===== src/rtl/mem2axil_pkg.sv =====
package mem2axil_pkg;
  typedef enum logic [1:0] {
    ST_IDLE = 2'd0,
    ST_WR   = 2'd1,
    ST_RD   = 2'd2
  } bridge_state_e;

  localparam logic [2:0] PROT_FETCH = 3'b100;
  localparam logic [2:0] PROT_DATA  = 3'b000;

  // channel slots in the valid-hold vector
  localparam int unsigned CH_AW  = 0;
  localparam int unsigned CH_W   = 1;
  localparam int unsigned CH_AR  = 2;
  localparam int unsigned N_CHAN = 3;

  function automatic logic [2:0] prot_of(input logic fetch);
    return fetch ? PROT_FETCH : PROT_DATA;
  endfunction
endpackage


===== src/rtl/axil_valid_hold.sv =====
module axil_valid_hold (
  input  logic clk_i,
  input  logic rst_ni,
  input  logic set_i,
  input  logic ready_i,
  output logic valid_o
);
  always_ff @(posedge clk_i or negedge rst_ni) begin
    if (!rst_ni)               valid_o <= 1'b0;
    else if (set_i)            valid_o <= 1'b1;
    else if (valid_o && ready_i) valid_o <= 1'b0;
  end

  assert_hold_R4: assert property (@(posedge clk_i) disable iff (!rst_ni)
    (valid_o && !ready_i) |=> valid_o);
  assert_drop_R4: assert property (@(posedge clk_i) disable iff (!rst_ni)
    (valid_o && ready_i && !set_i) |=> !valid_o);
endmodule


===== src/rtl/mem2axil_seq.sv =====
module mem2axil_seq
  import mem2axil_pkg::*;
(
  input  logic clk_i,
  input  logic rst_ni,
  input  logic req_valid_i,
  input  logic is_write_i,
  input  logic b_hs_i,
  input  logic r_hs_i,
  output logic start_o,
  output logic wr_pend_o,
  output logic rd_pend_o,
  output logic done_o
);
  bridge_state_e state_q, state_d;

  assign start_o   = (state_q == ST_IDLE) && req_valid_i;
  assign wr_pend_o = (state_q == ST_WR);
  assign rd_pend_o = (state_q == ST_RD);
  assign done_o    = (wr_pend_o && b_hs_i) || (rd_pend_o && r_hs_i);

  always_comb begin
    state_d = state_q;
    unique case (state_q)
      ST_IDLE: if (req_valid_i) state_d = is_write_i ? ST_WR : ST_RD;
      ST_WR:   if (b_hs_i)      state_d = ST_IDLE;
      ST_RD:   if (r_hs_i)      state_d = ST_IDLE;
      default:                  state_d = ST_IDLE;
    endcase
  end

  always_ff @(posedge clk_i or negedge rst_ni) begin
    if (!rst_ni) state_q <= ST_IDLE;
    else         state_q <= state_d;
  end

  assert_onecycle_R8: assert property (@(posedge clk_i) disable iff (!rst_ni)
    done_o |=> !done_o);
  assert_noreopen_R9: assert property (@(posedge clk_i) disable iff (!rst_ni)
    (wr_pend_o || rd_pend_o) |-> !start_o);
endmodule


===== src/rtl/mem2axil_bridge.sv =====
module mem2axil_bridge
  import mem2axil_pkg::*;
#(
  parameter int unsigned ADDR_W = 32,
  parameter int unsigned DATA_W = 32,
  localparam int unsigned STRB_W = DATA_W / 8
) (
  input  logic              clk_i,
  input  logic              rst_ni,
  input  logic              req_valid_i,
  input  logic              req_fetch_i,
  input  logic [ADDR_W-1:0] req_addr_i,
  input  logic [DATA_W-1:0] req_wdata_i,
  input  logic [STRB_W-1:0] req_strb_i,
  output logic              req_ready_o,
  output logic [DATA_W-1:0] req_rdata_o,
  output logic              awvalid_o,
  input  logic              awready_i,
  output logic [ADDR_W-1:0] awaddr_o,
  output logic [2:0]        awprot_o,
  output logic              wvalid_o,
  input  logic              wready_i,
  output logic [DATA_W-1:0] wdata_o,
  output logic [STRB_W-1:0] wstrb_o,
  input  logic              bvalid_i,
  output logic              bready_o,
  output logic              arvalid_o,
  input  logic              arready_i,
  output logic [ADDR_W-1:0] araddr_o,
  output logic [2:0]        arprot_o,
  input  logic              rvalid_i,
  output logic              rready_o,
  input  logic [DATA_W-1:0] rdata_i
);
  logic is_write, start, wr_pend, rd_pend, done;
  logic [N_CHAN-1:0] ch_set, ch_rdy, ch_vld;

  assign is_write = |req_strb_i;

  mem2axil_seq u_seq (
    .clk_i       (clk_i),
    .rst_ni      (rst_ni),
    .req_valid_i (req_valid_i),
    .is_write_i  (is_write),
    .b_hs_i      (bvalid_i),
    .r_hs_i      (rvalid_i),
    .start_o     (start),
    .wr_pend_o   (wr_pend),
    .rd_pend_o   (rd_pend),
    .done_o      (done)
  );

  assign ch_set[CH_AW] = start && is_write;
  assign ch_set[CH_W]  = start && is_write;
  assign ch_set[CH_AR] = start && !is_write;
  assign ch_rdy[CH_AW] = awready_i;
  assign ch_rdy[CH_W]  = wready_i;
  assign ch_rdy[CH_AR] = arready_i;

  for (genvar c = 0; c < N_CHAN; c++) begin : g_chan
    axil_valid_hold u_hold (
      .clk_i   (clk_i),
      .rst_ni  (rst_ni),
      .set_i   (ch_set[c]),
      .ready_i (ch_rdy[c]),
      .valid_o (ch_vld[c])
    );
  end

  assign awvalid_o = ch_vld[CH_AW];
  assign wvalid_o  = ch_vld[CH_W];
  assign arvalid_o = ch_vld[CH_AR];

  // request fields are held stable by the requester, so pass them through
  assign awaddr_o  = req_addr_i;
  assign araddr_o  = req_addr_i;
  assign wdata_o   = req_wdata_i;
  assign wstrb_o   = req_strb_i;
  assign awprot_o  = prot_of(req_fetch_i);
  assign arprot_o  = prot_of(req_fetch_i);

  assign bready_o    = wr_pend;
  assign rready_o    = rd_pend;
  assign req_ready_o = done;
  assign req_rdata_o = rdata_i;

  always_comb begin
    if (rst_ni) begin
      assert_excl_R9: assert (!(arvalid_o && (awvalid_o || wvalid_o)));
      assert_rdyexcl_R7: assert (!(bready_o && rready_o));
    end
  end

  assert_pair_R3: assert property (@(posedge clk_i) disable iff (!rst_ni)
    $rose(awvalid_o) |-> $rose(wvalid_o));
  assert_done_hs_R8: assert property (@(posedge clk_i) disable iff (!rst_ni)
    req_ready_o |-> ((bvalid_i && bready_o) || (rvalid_i && rready_o)));
  assert_rd_only_R2: assert property (@(posedge clk_i) disable iff (!rst_ni)
    $rose(arvalid_o) |-> (rready_o && !awvalid_o && !wvalid_o));
endmodule


===== config.mk =====
export PLATFORM = sky130hd
export DESIGN_NAME = mem2axil_bridge
export DESIGN_NICKNAME = d
export VERILOG_FILES = /design/src/rtl/mem2axil_pkg.sv /design/src/rtl/axil_valid_hold.sv /design/src/rtl/mem2axil_seq.sv /design/src/rtl/mem2axil_bridge.sv
export SDC_FILE = /design/constraint.sdc
export NUM_CORES = 1
export LEC_CHECK = 0
export BUFFER_PORTS_ARGS = -buffer_cell sky130_fd_sc_hd__buf_4
export CAP_MARGIN = 20
export CELL_PAD_IN_SITES_DETAIL_PLACEMENT = 1
export CELL_PAD_IN_SITES_GLOBAL_PLACEMENT = 1
export CORE_ASPECT_RATIO = 0.6
export CORE_MARGIN = 5
export CORE_UTILIZATION = 14
export CTS_BUF_LIST = sky130_fd_sc_hd__clkbuf_4
export DETAILED_ROUTE_END_ITERATION = 7
export PLACE_DENSITY = 0.86
export SYNTH_ARGS = -nofsm -noshare
export SYNTH_HDL_FRONTEND = slang
export SYNTH_SLANG_ARGS = --single-unit

===== constraint.sdc =====
create_clock -name clk_i -period 1.35 [get_ports clk_i]
set_input_delay 0.2025 -clock clk_i [delete_from_list [all_inputs] [get_ports clk_i]]
set_output_delay 0.2025 -clock clk_i [all_outputs]
set_load 0.05 [all_outputs]

==> summary.md, run 1 <==
| Metric | Value |
|---|---|
| Post-Place Worst Slack | 144 ps |
| Clock Skews | 1.68 ps |
| Bufs and invs on worst path | 1 |
| Share of the synthesized area in compound gates (AO/OA/AOI/OAI) | 0.0450 |
| Setup violations, final | 1 |
| Startpoint of the worst setup timing path | u_seq.state_q[0]$_DFFE_PN0P_ |
| Worst EP required | 1150 ps |
| Number of antenna violations at the first check in global routing | 0 |
| Share of the yosys chip area belonging to registers | 0.0978 |
| Vias in the first global route | 586 |
| Final Cell Area | 678 um2 |
| Highest Clock Rate | 0.723 GHz |
| Worst Setup Start Kind | flip-flop |
| Vert. Die Dim | 84.1 um |
| CTS root buffer | sky130_fd_sc_hd__clkbuf_4 |
| Largest family of logic cells by synthesized area | buffers and inverters |
| Mean Syn Cell Area | 8.00 um2 |
| Remaining design rule violation count | 0 |
| CTS clk-pin slew, worst paths | 40 ps |
| Total length of routed wires | 3.07 mm |
| Level count of the clock H-tree | 1 |
| Class of the most critical hold timing path | input pin to flip-flop |
| Number of hold violations in the final report | 0 |
| Total of warnings raised by yosys | 0 |
| Width of the die | 133 um |
| Crit. End Element | primary output |
| Main area contributors after synthesis | sky130_fd_sc_hd__buf_4, sky130_fd_sc_hd__dfrtp_1, sky130_fd_sc_hd__inv_1 |
| Global-route wire length before repair | 3.96 mm |
| Top-area cell type share of the netlist area | 0.809 |
| Xor/xnor share of the synthesized area | 0 |
| Vias after detailed routing | 494 |
| Average detailed-routed wire length per instance | 17.8 um |
| Status | complete, but fails checks |
| Most frequently used flop master after synthesis | sky130_fd_sc_hd__dfrtp_1 |
| Library cell with the highest instance count after synthesis | sky130_fd_sc_hd__buf_4 |
| Worst-case clock buffer depth | 2 |
| Area leader, netlist | sky130_fd_sc_hd__buf_4 |
| Routed via count divided by cell count | 2.86 |
| Simple-Gate Fraction of Synth Area | 0.0303 |
| Max stage delay cell, worst path | sky130_fd_sc_hd__dfrtp_1 |
| IO Pins | 253 |
| Global Route Usage Sum | 0.0493 |
| Total Die Area | 11200 um2 |
| Number of max-cap violations | 0 |
| Setup repair after global routing missed its margin | yes |
| Share of the cycle needed by the critical path after routing | 1.02 |
| Final nets | 167 |
| Port-buffer cells | 21 |
| Number of buffers created by CTS | 3 |
| Count of antenna diodes in the layout | 0 |
| Max Transition Viols Final | 0 |
| EDFF count, synth | 0 |
| Synth top cells by count | sky130_fd_sc_hd__buf_4, sky130_fd_sc_hd__dfrtp_1, sky130_fd_sc_hd__inv_1 |
| Post-synthesis cell type count | 13 |
| Power per cell area | 987 nW/um2 |
| Minimum clock period after layout | 1380 ps |
| Pleak | 0.293 nW |
| Fill cell total of the finished layout | 1069 |
| Placed Instance Area | 582 um2 |
| Worst Slack Setup Final | -32.3 ps |
| Number of synthesized register bits | 5 |
| 1st-pass router iterations | 2 |
| Layout cell share with drive strength beyond 1 | 0.649 |
| Failing checks | negative setup slack |
| Largest stage delay on the critical path | 400 ps |
| Site row count | 27 |
| Cells along the critical path | nor2b_4 -> a22o_4 -> buf_8 |
| Maximum ir drop on the vdd rail | 0.164 mV |
| Gate family responsible for the most delay along the worst path | flip-flops |
| Synthesis-to-layout area growth | -47.0% |
| Effective utilization at floorplan | 0.141 |
| Worst hold path startpoint | awready_i |
| Clk_lat worst skew | 230 ps |
| Antenna-violating nets left | 0 |
| Number of instances in the synthesized netlist | 160 |
| Mux cell area share after synthesis | 0 |
| Adder-cell share of the synthesized area | 0 |
| Remaining global-route overflow | 0 |
| Count of routing violations after the opening detailed-route iteration | 11 |
| Placed wire-length estimate after detailed placement | 2.52 mm |
| Maximum number of pins on one net before global-route repair | 6 |
| Placeable core area | 9050 um2 |
| Fraction of synthesis flops using an asynchronous set or reset pin | 1.00 |
| Reg-to-Reg Start | u_seq.state_q[1]$_DFFE_PN0P_ |
| Max FO, Critical Path | 3 |
| Placer Congestion | 0.583 |
| Clock Sinks | 5 |
| Critical path class | flip-flop to primary output |
| TritonCTS clock tree | built |
| Post-Syn Area | 1280 um2 |
| Worst Path Arrival | 1180 ps |
[stage by stage]
stage          std cells  hold WS (ps)  setup TNS [ps]  total power [mW]  utilization
2_1_floorplan        163         -93.1               0              1.41            -
3_3_place_gp         163          7.07               0             0.442       0.0643
3_5_place_dp         163          9.25               0             0.450       0.0643
4_1_cts              171           158           -33.9             0.671       0.0728
5_1_grt              173           149           -86.2             0.710       0.0749
6_report             173           161           -32.3             0.670       0.0749
[cells in the final DEF, fill, tap and decap left out, types with 2 or more instances in the layout]
cell type,synthesis,final
sky130_fd_sc_hd__buf_4,138,25
sky130_fd_sc_hd__inv_1,5,5
sky130_fd_sc_hd__dfrtp_1,5,5
sky130_fd_sc_hd__conb_1,1,4
sky130_fd_sc_hd__clkbuf_4,0,4
sky130_fd_sc_hd__nor2b_4,0,2
sky130_fd_sc_hd__o22ai_1,2,2
[report_power, final]
| group | switching (mW) | total, mW | internal, mW |
|---|---|---|---|
| logic | 0.189 | 0.301 | 0.112 |
| registers | 0.0120 | 0.180 | 0.168 |
| clock network | 0.0568 | 0.188 | 0.132 |
| total | 0.258 | 0.670 | 0.412 |
[layout make-up]
cell class	count	area (um2)	share of cell area
multi-input cells	15	135	0.199
clock buffers	4	30.0	0.0443
well taps	116	145	0.214
inverters	5	18.8	0.0277
repair buffers	28	224	0.330
flip-flops and latches	5	125	0.185
[repair_timing]
item,CTS,global route
pin swaps,0,1
gates resized for setup,3,1
setup endpoints to repair,1,2
setup buffers,3,2
endpoints found under the hold margin,5,0
hold buffers,1,0
[flip-flops by register name (all words and copies together), names as in the netlist]
register	flops
g_chan.u_hold.valid_o	3
u_seq.state_q	2
[cells by family (layout without fill, tap and decap cells)]
family,count (synthesis),after routing
other,1,4
DFF,5,5
buffers and inverters,143,37
and+or+nand+nor,5,5
AOI/OAI and AO/OA,6,6
[final timing paths]
| check | endpoint | slack (ps) | cells after the start |
|---|---|---|---|
| setup / recovery | req_ready_o | -30 | 3 |
| hold / removal | g_chan[0].u_hold.valid_o$_DFFE_PN0P_ | 160 | 2 |
| setup reg to reg | u_seq.state_q[0]$_DFFE_PN0P_ | 100 | 3 |
| hold reg to reg | g_chan[1].u_hold.valid_o$_DFFE_PN0P_ | 540 | 2 |
| max in group asynchronous | u_seq.state_q[1]$_DFFE_PN0P_ | 940 | 2 |
| min in group asynchronous | g_chan[0].u_hold.valid_o$_DFFE_PN0P_ | 310 | 2 |
[layer usage]
metal / vias up / global-route usage / wire (um)
li1: 146 / - / -
met1: 211 / 0.0358 / 809
met2: 124 / 0.0474 / 1140
met3: 13 / 0.0970 / 1080
met4: 0 / 0.0243 / 46
met5: - / 0 / 0
Power figures use the tool's default switching activity.
==> run 2, diff against run 1 <==
--- a/config.mk
+++ b/config.mk
@@ -5,16 +5,16 @@
 export SDC_FILE = /design/constraint.sdc
 export NUM_CORES = 1
 export LEC_CHECK = 0
-export BUFFER_PORTS_ARGS = -buffer_cell sky130_fd_sc_hd__buf_4
 export CAP_MARGIN = 20
 export CELL_PAD_IN_SITES_DETAIL_PLACEMENT = 1
 export CELL_PAD_IN_SITES_GLOBAL_PLACEMENT = 1
-export CORE_ASPECT_RATIO = 0.6
-export CORE_MARGIN = 5
-export CORE_UTILIZATION = 14
+export CORE_AREA = 5 5 94 96
 export CTS_BUF_LIST = sky130_fd_sc_hd__clkbuf_4
 export DETAILED_ROUTE_END_ITERATION = 7
-export PLACE_DENSITY = 0.86
+export DIE_AREA = 0 0 99 101
+export DONT_BUFFER_PORTS = 1
+export PLACE_DENSITY = 0.48
 export SYNTH_ARGS = -nofsm -noshare
 export SYNTH_HDL_FRONTEND = slang
 export SYNTH_SLANG_ARGS = --single-unit
+export TNS_END_PERCENT = 50
==> run 2 against run 1 <==
Net effect:
- largest power group unchanged
- sequential power barely moved
- cell count fell by 18%
- critical path depth fell by 1
- the flow now finishes without violations
- sequential share of layout area rose by 6.8 points
- setup slack improved by 74 ps
- sequential cell count did not move
- combinational power fell by 36%
- power fell by 15%
- highest routed layer unchanged
==> summary.md, run 2 (synthesized netlist as in run 1, its figures left out) <==
| Metric | Value |
|---|---|
| Status | finished, final reports clean (was complete, but fails checks) |
| Setup repair after global routing missed its margin | no (was yes) |
| Site row count | 33 (was 27) |
| Vias in the first global route | 445 (was 586) |
| Class of the most critical hold timing path | input pin to flip-flop (unchanged) |
| Overall power of the completed layout | 0.570 mW (was 0.670 mW) |
| Port-buffer cells | 0 (was 21) |
| Post-Place Worst Slack | 205 ps (was 144 ps) |
| Multi-input gate area in the final layout | 135 um2 (unchanged) |
| Largest registers ranked by flip-flop count | g_chan.u_hold.valid_o x3, u_seq.state_q x2 (unchanged) |
| Maximum number of pins on one net before global-route repair | 6 (unchanged) |
| Worst EP required | 1150 ps (about the same) |
| Share of the cycle needed by the critical path after routing | 0.969 (was 1.02) |
| Count of antenna diodes in the layout | 0 (unchanged) |
| Number of antenna violations at the first check in global routing | 0 (unchanged) |
| Vert. Die Dim | 101 um (was 84.1 um) |
| Antenna-violating nets left | 0 (unchanged) |
| Max Transition Viols Final | 0 (unchanged) |
| Power per cell area | 1150 nW/um2 (was 987 nW/um2) |
| Final nets | 146 (was 167) |
| Clock Skews | 2.17 ps (was 1.68 ps) |
| Routed via count divided by cell count | 2.60 (was 2.86) |
| Total Die Area | 10000 um2 (was 11200 um2) |
| Setup TNS | 0 ps (was -32.3 ps) |
| Max FO, Critical Path | 3 (unchanged) |
| Worst-case clock buffer depth | 2 (unchanged) |
| Setup violations, final | 0 (was 1) |
| Synthesis-to-layout area growth | -61.3% (was -47.0%) |
| Final Instance Count excl. Fillers | 141 (was 173) |
| Pleak | 0.187 nW (was 0.293 nW) |
| Worst Setup Start Kind | flip-flop (unchanged) |
| Number of hold violations in the final report | 0 (unchanged) |
| Number of max-cap violations | 0 (unchanged) |
| Total length of routed wires | 1.89 mm (was 3.07 mm) |
| Remaining design rule violation count | 0 (unchanged) |
| 1st-pass router iterations | 4 (was 2) |
| Global-route wire length before repair | 2.58 mm (was 3.96 mm) |
| Fill cell total of the finished layout | 942 (was 1069) |
| TritonCTS clock tree | built (unchanged) |
| Placed wire-length estimate after detailed placement | 1.54 mm (was 2.52 mm) |
| Buffers inserted by post-CTS timing repair | 0 (was 3) |
| Remaining global-route overflow | 0 (unchanged) |
| Critical path class | flip-flop to primary output (unchanged) |
| Width of the die | 99 um (was 133 um) |
| Level count of the clock H-tree | 1 (unchanged) |
| Largest register FFs | 3 (unchanged) |
| Worst Path Arrival | 1110 ps (was 1180 ps) |
| Register containing the most flip-flops in the final layout | g_chan.u_hold.valid_o (unchanged) |
| Highest Clock Rate | 0.764 GHz (was 0.723 GHz) |
| Placeable core area | 7970 um2 (was 9050 um2) |
| Crit. End Element | primary output (unchanged) |
| IO Pins | 253 (unchanged) |
| Vias after detailed routing | 367 (was 494) |
| Dpl cells | 136 (was 163) |
| Highest-count cells in the layout ignoring fill and taps | sky130_fd_sc_hd__buf_4, sky130_fd_sc_hd__inv_1, sky130_fd_sc_hd__dfrtp_1 (unchanged) |
| Maximum ir drop on the vdd rail | 0.134 mV (was 0.164 mV) |
| Layout cell share with drive strength beyond 1 | 0.444 (was 0.649) |
| Commonest non-fill, non-tap cell in the layout | sky130_fd_sc_hd__buf_4 (unchanged) |
| Count of routing violations after the opening detailed-route iteration | 2 (was 11) |
| Area occupied by registers | 125 um2 (unchanged) |
| Placer Congestion | 0.660 (was 0.583) |
| CTS clk-pin slew, worst paths | 40 ps (about the same) |
| Average detailed-routed wire length per instance | 13.4 um (was 17.8 um) |
| Effective utilization at floorplan | 0.161 (was 0.141) |
| Number of buffers created by CTS | 3 (unchanged) |
| Worst Slack Setup Final | 41.3 ps (was -32.3 ps) |
| Global Route Usage Sum | 0.0348 (was 0.0493) |
| Clock Sinks | 5 (unchanged) |
| Minimum clock period after layout | 1310 ps (was 1380 ps) |
| CTS root buffer | sky130_fd_sc_hd__clkbuf_4 (unchanged) |
| Clk_lat worst skew | 240 ps (was 230 ps) |
| Final core utilization | 0.0622 (was 0.0749) |
==> run 2: cell count changes in the layout (fill, tap and decap cells not counted) <==
cell,previous run,this run
sky130_fd_sc_hd__buf_8,1,0
sky130_fd_sc_hd__buf_6,1,0
sky130_fd_sc_hd__buf_4,25,6
==> run 2: cell type report <==
type / count / area share
clock buffer: 4 / 0.0606
inverter: 5 / 0.0379
multi-input combinational: 15 / 0.273
sequential: 5 / 0.253
tap: 105 / 0.265
timing repair buffer: 7 / 0.111
==> run 2: through the flow <==
step / area (um2) / hold WS, ps
CTS: 495 / 48.8
global route: 495 / 50.4
finish: 495 / 57.4
detailed placement: 448 / -92.9
global placement: 448 / -92.9
floorplan: 1310 / -93.1
==> run 2: routing by layer <==
metal / routed length (um) / GRT usage / up-vias
li1: - / - / 101
met5: 0 / 0 / -
met1: 372 / 0.0186 / 136
met3: 599 / 0.0464 / 48
met2: 623 / 0.0346 / 82
met4: 297 / 0.0662 / 0
==> run 2: what timing repair did <==
item | CTS | global route
endpoints found under the setup margin | 1 | 1
gates resized for setup | 1 | 0
hold endpoints to repair | 5 | 0
pin swaps | 0 | 1
hold buffers | 1 | 0
==> run 2: worst max-delay path, cell delays in order, from the launching register on <==
cell	delay (ps)
sky130_fd_sc_hd__dfrtp_1	410
sky130_fd_sc_hd__nor2b_4	150
sky130_fd_sc_hd__a22o_4	310
==> run 2: final timing paths <==
path                                                   endpoint  cells after the start                                  from  slack [ps]
hold reg to reg            g_chan[0].u_hold.valid_o$_DFFE_PN0P_                      2  g_chan[0].u_hold.valid_o$_DFFE_PN0P_         530
setup reg to reg                   u_seq.state_q[0]$_DFFE_PN0P_                      2          u_seq.state_q[0]$_DFFE_PN0P_         210
min in group asynchronous  g_chan[1].u_hold.valid_o$_DFFE_PN0P_                      1                                rst_ni         250
max in group asynchronous          u_seq.state_q[0]$_DFFE_PN0P_                      1                                rst_ni         900
setup / recovery                                    req_ready_o                      2          u_seq.state_q[0]$_DFFE_PN0P_          40
hold / removal             g_chan[2].u_hold.valid_o$_DFFE_PN0P_                      1                             arready_i          60
==> run 2: power breakdown <==
part | total (mW) | internal [mW] | leakage (nW) | switching [mW]
clock | 0.194 | 0.132 | 0.0184 | 0.0618
combinational | 0.194 | 0.0560 | 0.104 | 0.138
sequential | 0.182 | 0.168 | 0.0639 | 0.0137
==> run 3, diff against run 2 <==
--- a/config.mk
+++ b/config.mk
@@ -6,14 +6,14 @@
 export NUM_CORES = 1
 export LEC_CHECK = 0
 export CAP_MARGIN = 20
-export CELL_PAD_IN_SITES_DETAIL_PLACEMENT = 1
-export CELL_PAD_IN_SITES_GLOBAL_PLACEMENT = 1
-export CORE_AREA = 5 5 94 96
+export CELL_PAD_IN_SITES_DETAIL_PLACEMENT = 0
+export CELL_PAD_IN_SITES_GLOBAL_PLACEMENT = 2
+export CORE_AREA = 5 5 95 97
 export CTS_BUF_LIST = sky130_fd_sc_hd__clkbuf_4
 export DETAILED_ROUTE_END_ITERATION = 7
-export DIE_AREA = 0 0 99 101
+export DIE_AREA = 0 0 100 102
 export DONT_BUFFER_PORTS = 1
-export PLACE_DENSITY = 0.48
+export PLACE_DENSITY = 0.61
 export SYNTH_ARGS = -nofsm -noshare
 export SYNTH_HDL_FRONTEND = slang
 export SYNTH_SLANG_ARGS = --single-unit
==> run 3 against run 2 <==
Net effect:
- the flow now finishes with violations (negative setup slack)
- wire length is 18% higher
- utilization is 0.092 points higher
- sequential share of layout area is 0.62 points lower
- first-iteration DRC count is 50% lower
- count of clock-buffer cells in the layout stayed put
- hold slack better by 9.6 ps
- fmax is 4.1% lower
- sequential power is 11% higher
- die area is 2.0% higher
- critical endpoint unchanged
==> summary.md, run 3 (synthesized netlist as in run 1, its figures left out) <==
| Metric | Value |
|---|---|
| Max FO, Critical Path | 3 (unchanged) |
| Layout cell share with drive strength beyond 1 | 0.444 (unchanged) |
| Path depth of the worst reg2reg path | 2 (unchanged) |
| Placeable core area | 8050 um2 (was 7970 um2) |
| Class of the most critical hold timing path | input pin to flip-flop (unchanged) |
| Number of antenna violations at the first check in global routing | 0 (unchanged) |
| Global Route Usage Sum | 0.0385 (was 0.0348) |
| Final Instance Count excl. Fillers | 141 (unchanged) |
| TritonCTS clock tree | built (unchanged) |
| Total length of routed wires | 2.24 mm (was 1.89 mm) |
| Clock Skews | 0.787 ps (was 2.17 ps) |
| CTS clk-pin slew, worst paths | 40 ps (about the same) |
| Internal portion of total power | 0.368 mW (was 0.356 mW) |
| Worst Slack Setup Final | -14.9 ps (was 41.3 ps) |
| 1st-pass router iterations | 2 (was 4) |
| Reg-to-Reg Start | u_seq.state_q[1]$_DFFE_PN0P_ (was u_seq.state_q[0]$_DFFE_PN0P_) |
| Effective utilization at floorplan | 0.159 (was 0.161) |
| Startpoint of the worst setup timing path | u_seq.state_q[1]$_DFFE_PN0P_ (was u_seq.state_q[0]$_DFFE_PN0P_) |
| Vert. Die Dim | 102 um (was 101 um) |
| Register containing the most flip-flops in the final layout | g_chan.u_hold.valid_o (unchanged) |
| Setup TNS | -14.9 ps (was 0 ps) |
| IO Pins | 253 (unchanged) |
| Remaining global-route overflow | 0 (unchanged) |
| Placer Congestion | 0.761 (was 0.660) |
| Port-buffer cells | 0 (unchanged) |
| Worst Setup Start Kind | flip-flop (unchanged) |
| Fill cell total of the finished layout | 942 (unchanged) |
| Maximum ir drop on the vdd rail | 0.115 mV (was 0.134 mV) |
| Critical path class | flip-flop to primary output (unchanged) |
| Net switching power | 0.213 mW (was 0.214 mW) |
| Global-route wire length before repair | 2.81 mm (was 2.58 mm) |
| Level count of the clock H-tree | 1 (unchanged) |
| Register share of total power | 0.349 (was 0.319) |
| Overall power of the completed layout | 0.580 mW (was 0.570 mW) |
| Status | complete, but fails checks (was finished, final reports clean) |
| Average detailed-routed wire length per instance | 15.9 um (was 13.4 um) |
| Width of the die | 100 um (was 99 um) |
| Site row count | 33 (unchanged) |
| Total Die Area | 10200 um2 (was 10000 um2) |
| Worst Path Arrival | 1160 ps (was 1110 ps) |
| Count of routing violations after the opening detailed-route iteration | 1 (was 2) |
| Clock Sinks | 5 (unchanged) |
| Routed via count divided by cell count | 2.72 (was 2.60) |
| Proportion of total power due to net switching | 0.366 (was 0.375) |
| Worst-case clock buffer depth | 2 (unchanged) |
| Power per cell area | 1140 nW/um2 (was 1150 nW/um2) |
| Maximum number of pins on one net before global-route repair | 6 (unchanged) |
| Final core utilization | 0.0631 (was 0.0622) |
| Synthesis-to-layout area growth | -60.3% (was -61.3%) |
| Clock group share of total power | 0.326 (was 0.340) |
| Placed wire-length estimate after detailed placement | 1.93 mm (was 1.54 mm) |
| CTS root buffer | sky130_fd_sc_hd__clkbuf_4 (unchanged) |
| Highest Clock Rate | 0.733 GHz (was 0.764 GHz) |
| Max Transition Viols Final | 0 (unchanged) |
| Number of hold violations in the final report | 0 (unchanged) |
| Reg2Reg Setup Slack | 200 ps (was 210 ps) |
| Setup violations, final | 1 (was 0) |
| Critical Path Sink | req_ready_o (unchanged) |
| Minimum clock period after layout | 1360 ps (was 1310 ps) |
| Count of antenna diodes in the layout | 0 (unchanged) |
| Number of max-cap violations | 0 (unchanged) |
| Pleak | 0.190 nW (was 0.187 nW) |
| Clk_lat worst skew | 240 ps (about the same) |
| Crit. End Element | primary output (unchanged) |
| Dpl cells | 135 (was 136) |
| Vias after detailed routing | 383 (was 367) |
| Largest registers ranked by flip-flop count | g_chan.u_hold.valid_o x3, u_seq.state_q x2 (unchanged) |
| Final nets | 146 (unchanged) |
| Worst EP required | 1150 ps (about the same) |
| Failing checks | negative setup slack |
| Remaining design rule violation count | 0 (unchanged) |
| Setup repair after global routing missed its margin | yes (was no) |
| Highest-count cells in the layout ignoring fill and taps | sky130_fd_sc_hd__inv_1, sky130_fd_sc_hd__dfrtp_1, sky130_fd_sc_hd__buf_4 (was sky130_fd_sc_hd__buf_4, sky130_fd_sc_hd__inv_1, sky130_fd_sc_hd__dfrtp_1) |
| Worst reg2reg path endpoint | g_chan[0].u_hold.valid_o$_DFFE_PN0P_ (was u_seq.state_q[0]$_DFFE_PN0P_) |
| Share of the cycle needed by the critical path after routing | 1.01 (was 0.969) |
| Portion of total power attributed to combinational logic | 0.326 (was 0.341) |
| Largest register FFs | 3 (unchanged) |
| Vias in the first global route | 434 (was 445) |
| Number of buffers created by CTS | 3 (unchanged) |
| Antenna-violating nets left | 0 (unchanged) |
run 3: cell counts in the layout (fill, tap and decap cells not counted):
No cell type changed its count.
run 3: how the worst min path moves through the flow:
stage,from,cells past startpoint,to
after global routing,arready_i,1,g_chan[2].u_hold.valid_o$_DFFE_PN0P_
after CTS,arready_i,1,g_chan[2].u_hold.valid_o$_DFFE_PN0P_
after global placement,rst_ni,0,g_chan[2].u_hold.valid_o$_DFFE_PN0P_
after detailed placement,rst_ni,0,g_chan[2].u_hold.valid_o$_DFFE_PN0P_
final,arready_i,1,g_chan[2].u_hold.valid_o$_DFFE_PN0P_
after floorplan,rst_ni,0,g_chan[0].u_hold.valid_o$_DFFE_PN0P_
run 3: critical path, cell delays in order (launching register included):
cell and delay, ps:
sky130_fd_sc_hd__dfrtp_1 410, sky130_fd_sc_hd__nor2b_4 150, sky130_fd_sc_hd__a22o_4 220, sky130_fd_sc_hd__buf_12 140
run 3: metal layers:
layer | routed length (um) | GRT usage
met2 | 980 | 0.0564
met3 | 681 | 0.0444
met1 | 245 | 0.0106
met5 | 0 | 0
met4 | 336 | 0.0725
run 3: what timing repair did:
item / 4_1_cts / 5_1_grt
setup endpoints to repair: 1 / 1
resized for setup: 1 / 0
hold buffers: 1 / 0
buffers inserted: 1 / 0
hold endpoints to repair: 5 / 0
run 3: through the flow:
stage                     hold slack, ps  area, um2  worst slack [ps]
after floorplan                    -93.1       1310              26.7
after global placement             -92.9        453               194
after detailed placement           -92.9        453               189
after CTS                           57.8        508             -26.0
after global routing                56.6        508             -43.3
final                               67.1        508             -14.9
run 3: power by group through the flow:
| stage | combinational (mW) | clock (mW) | sequential, mW |
|---|---|---|---|
| global placement | 0.167 | 0 | 0.207 |
| finish | 0.189 | 0.189 | 0.202 |
| floorplan | 1.18 | 0 | 0.224 |
| CTS | 0.191 | 0.200 | 0.203 |
| global route | 0.199 | 0.206 | 0.204 |
| detailed placement | 0.170 | 0 | 0.208 |
run 3: layout make-up:
cell class | count | area (um2) | share of cell area
clock buffer | 4 | 30.0 | 0.0591
inverter | 5 | 18.8 | 0.0369
multi-input combinational | 15 | 135 | 0.266
sequential | 5 | 125 | 0.246
tap | 105 | 131 | 0.259
timing repair buffer | 7 | 67.6 | 0.133
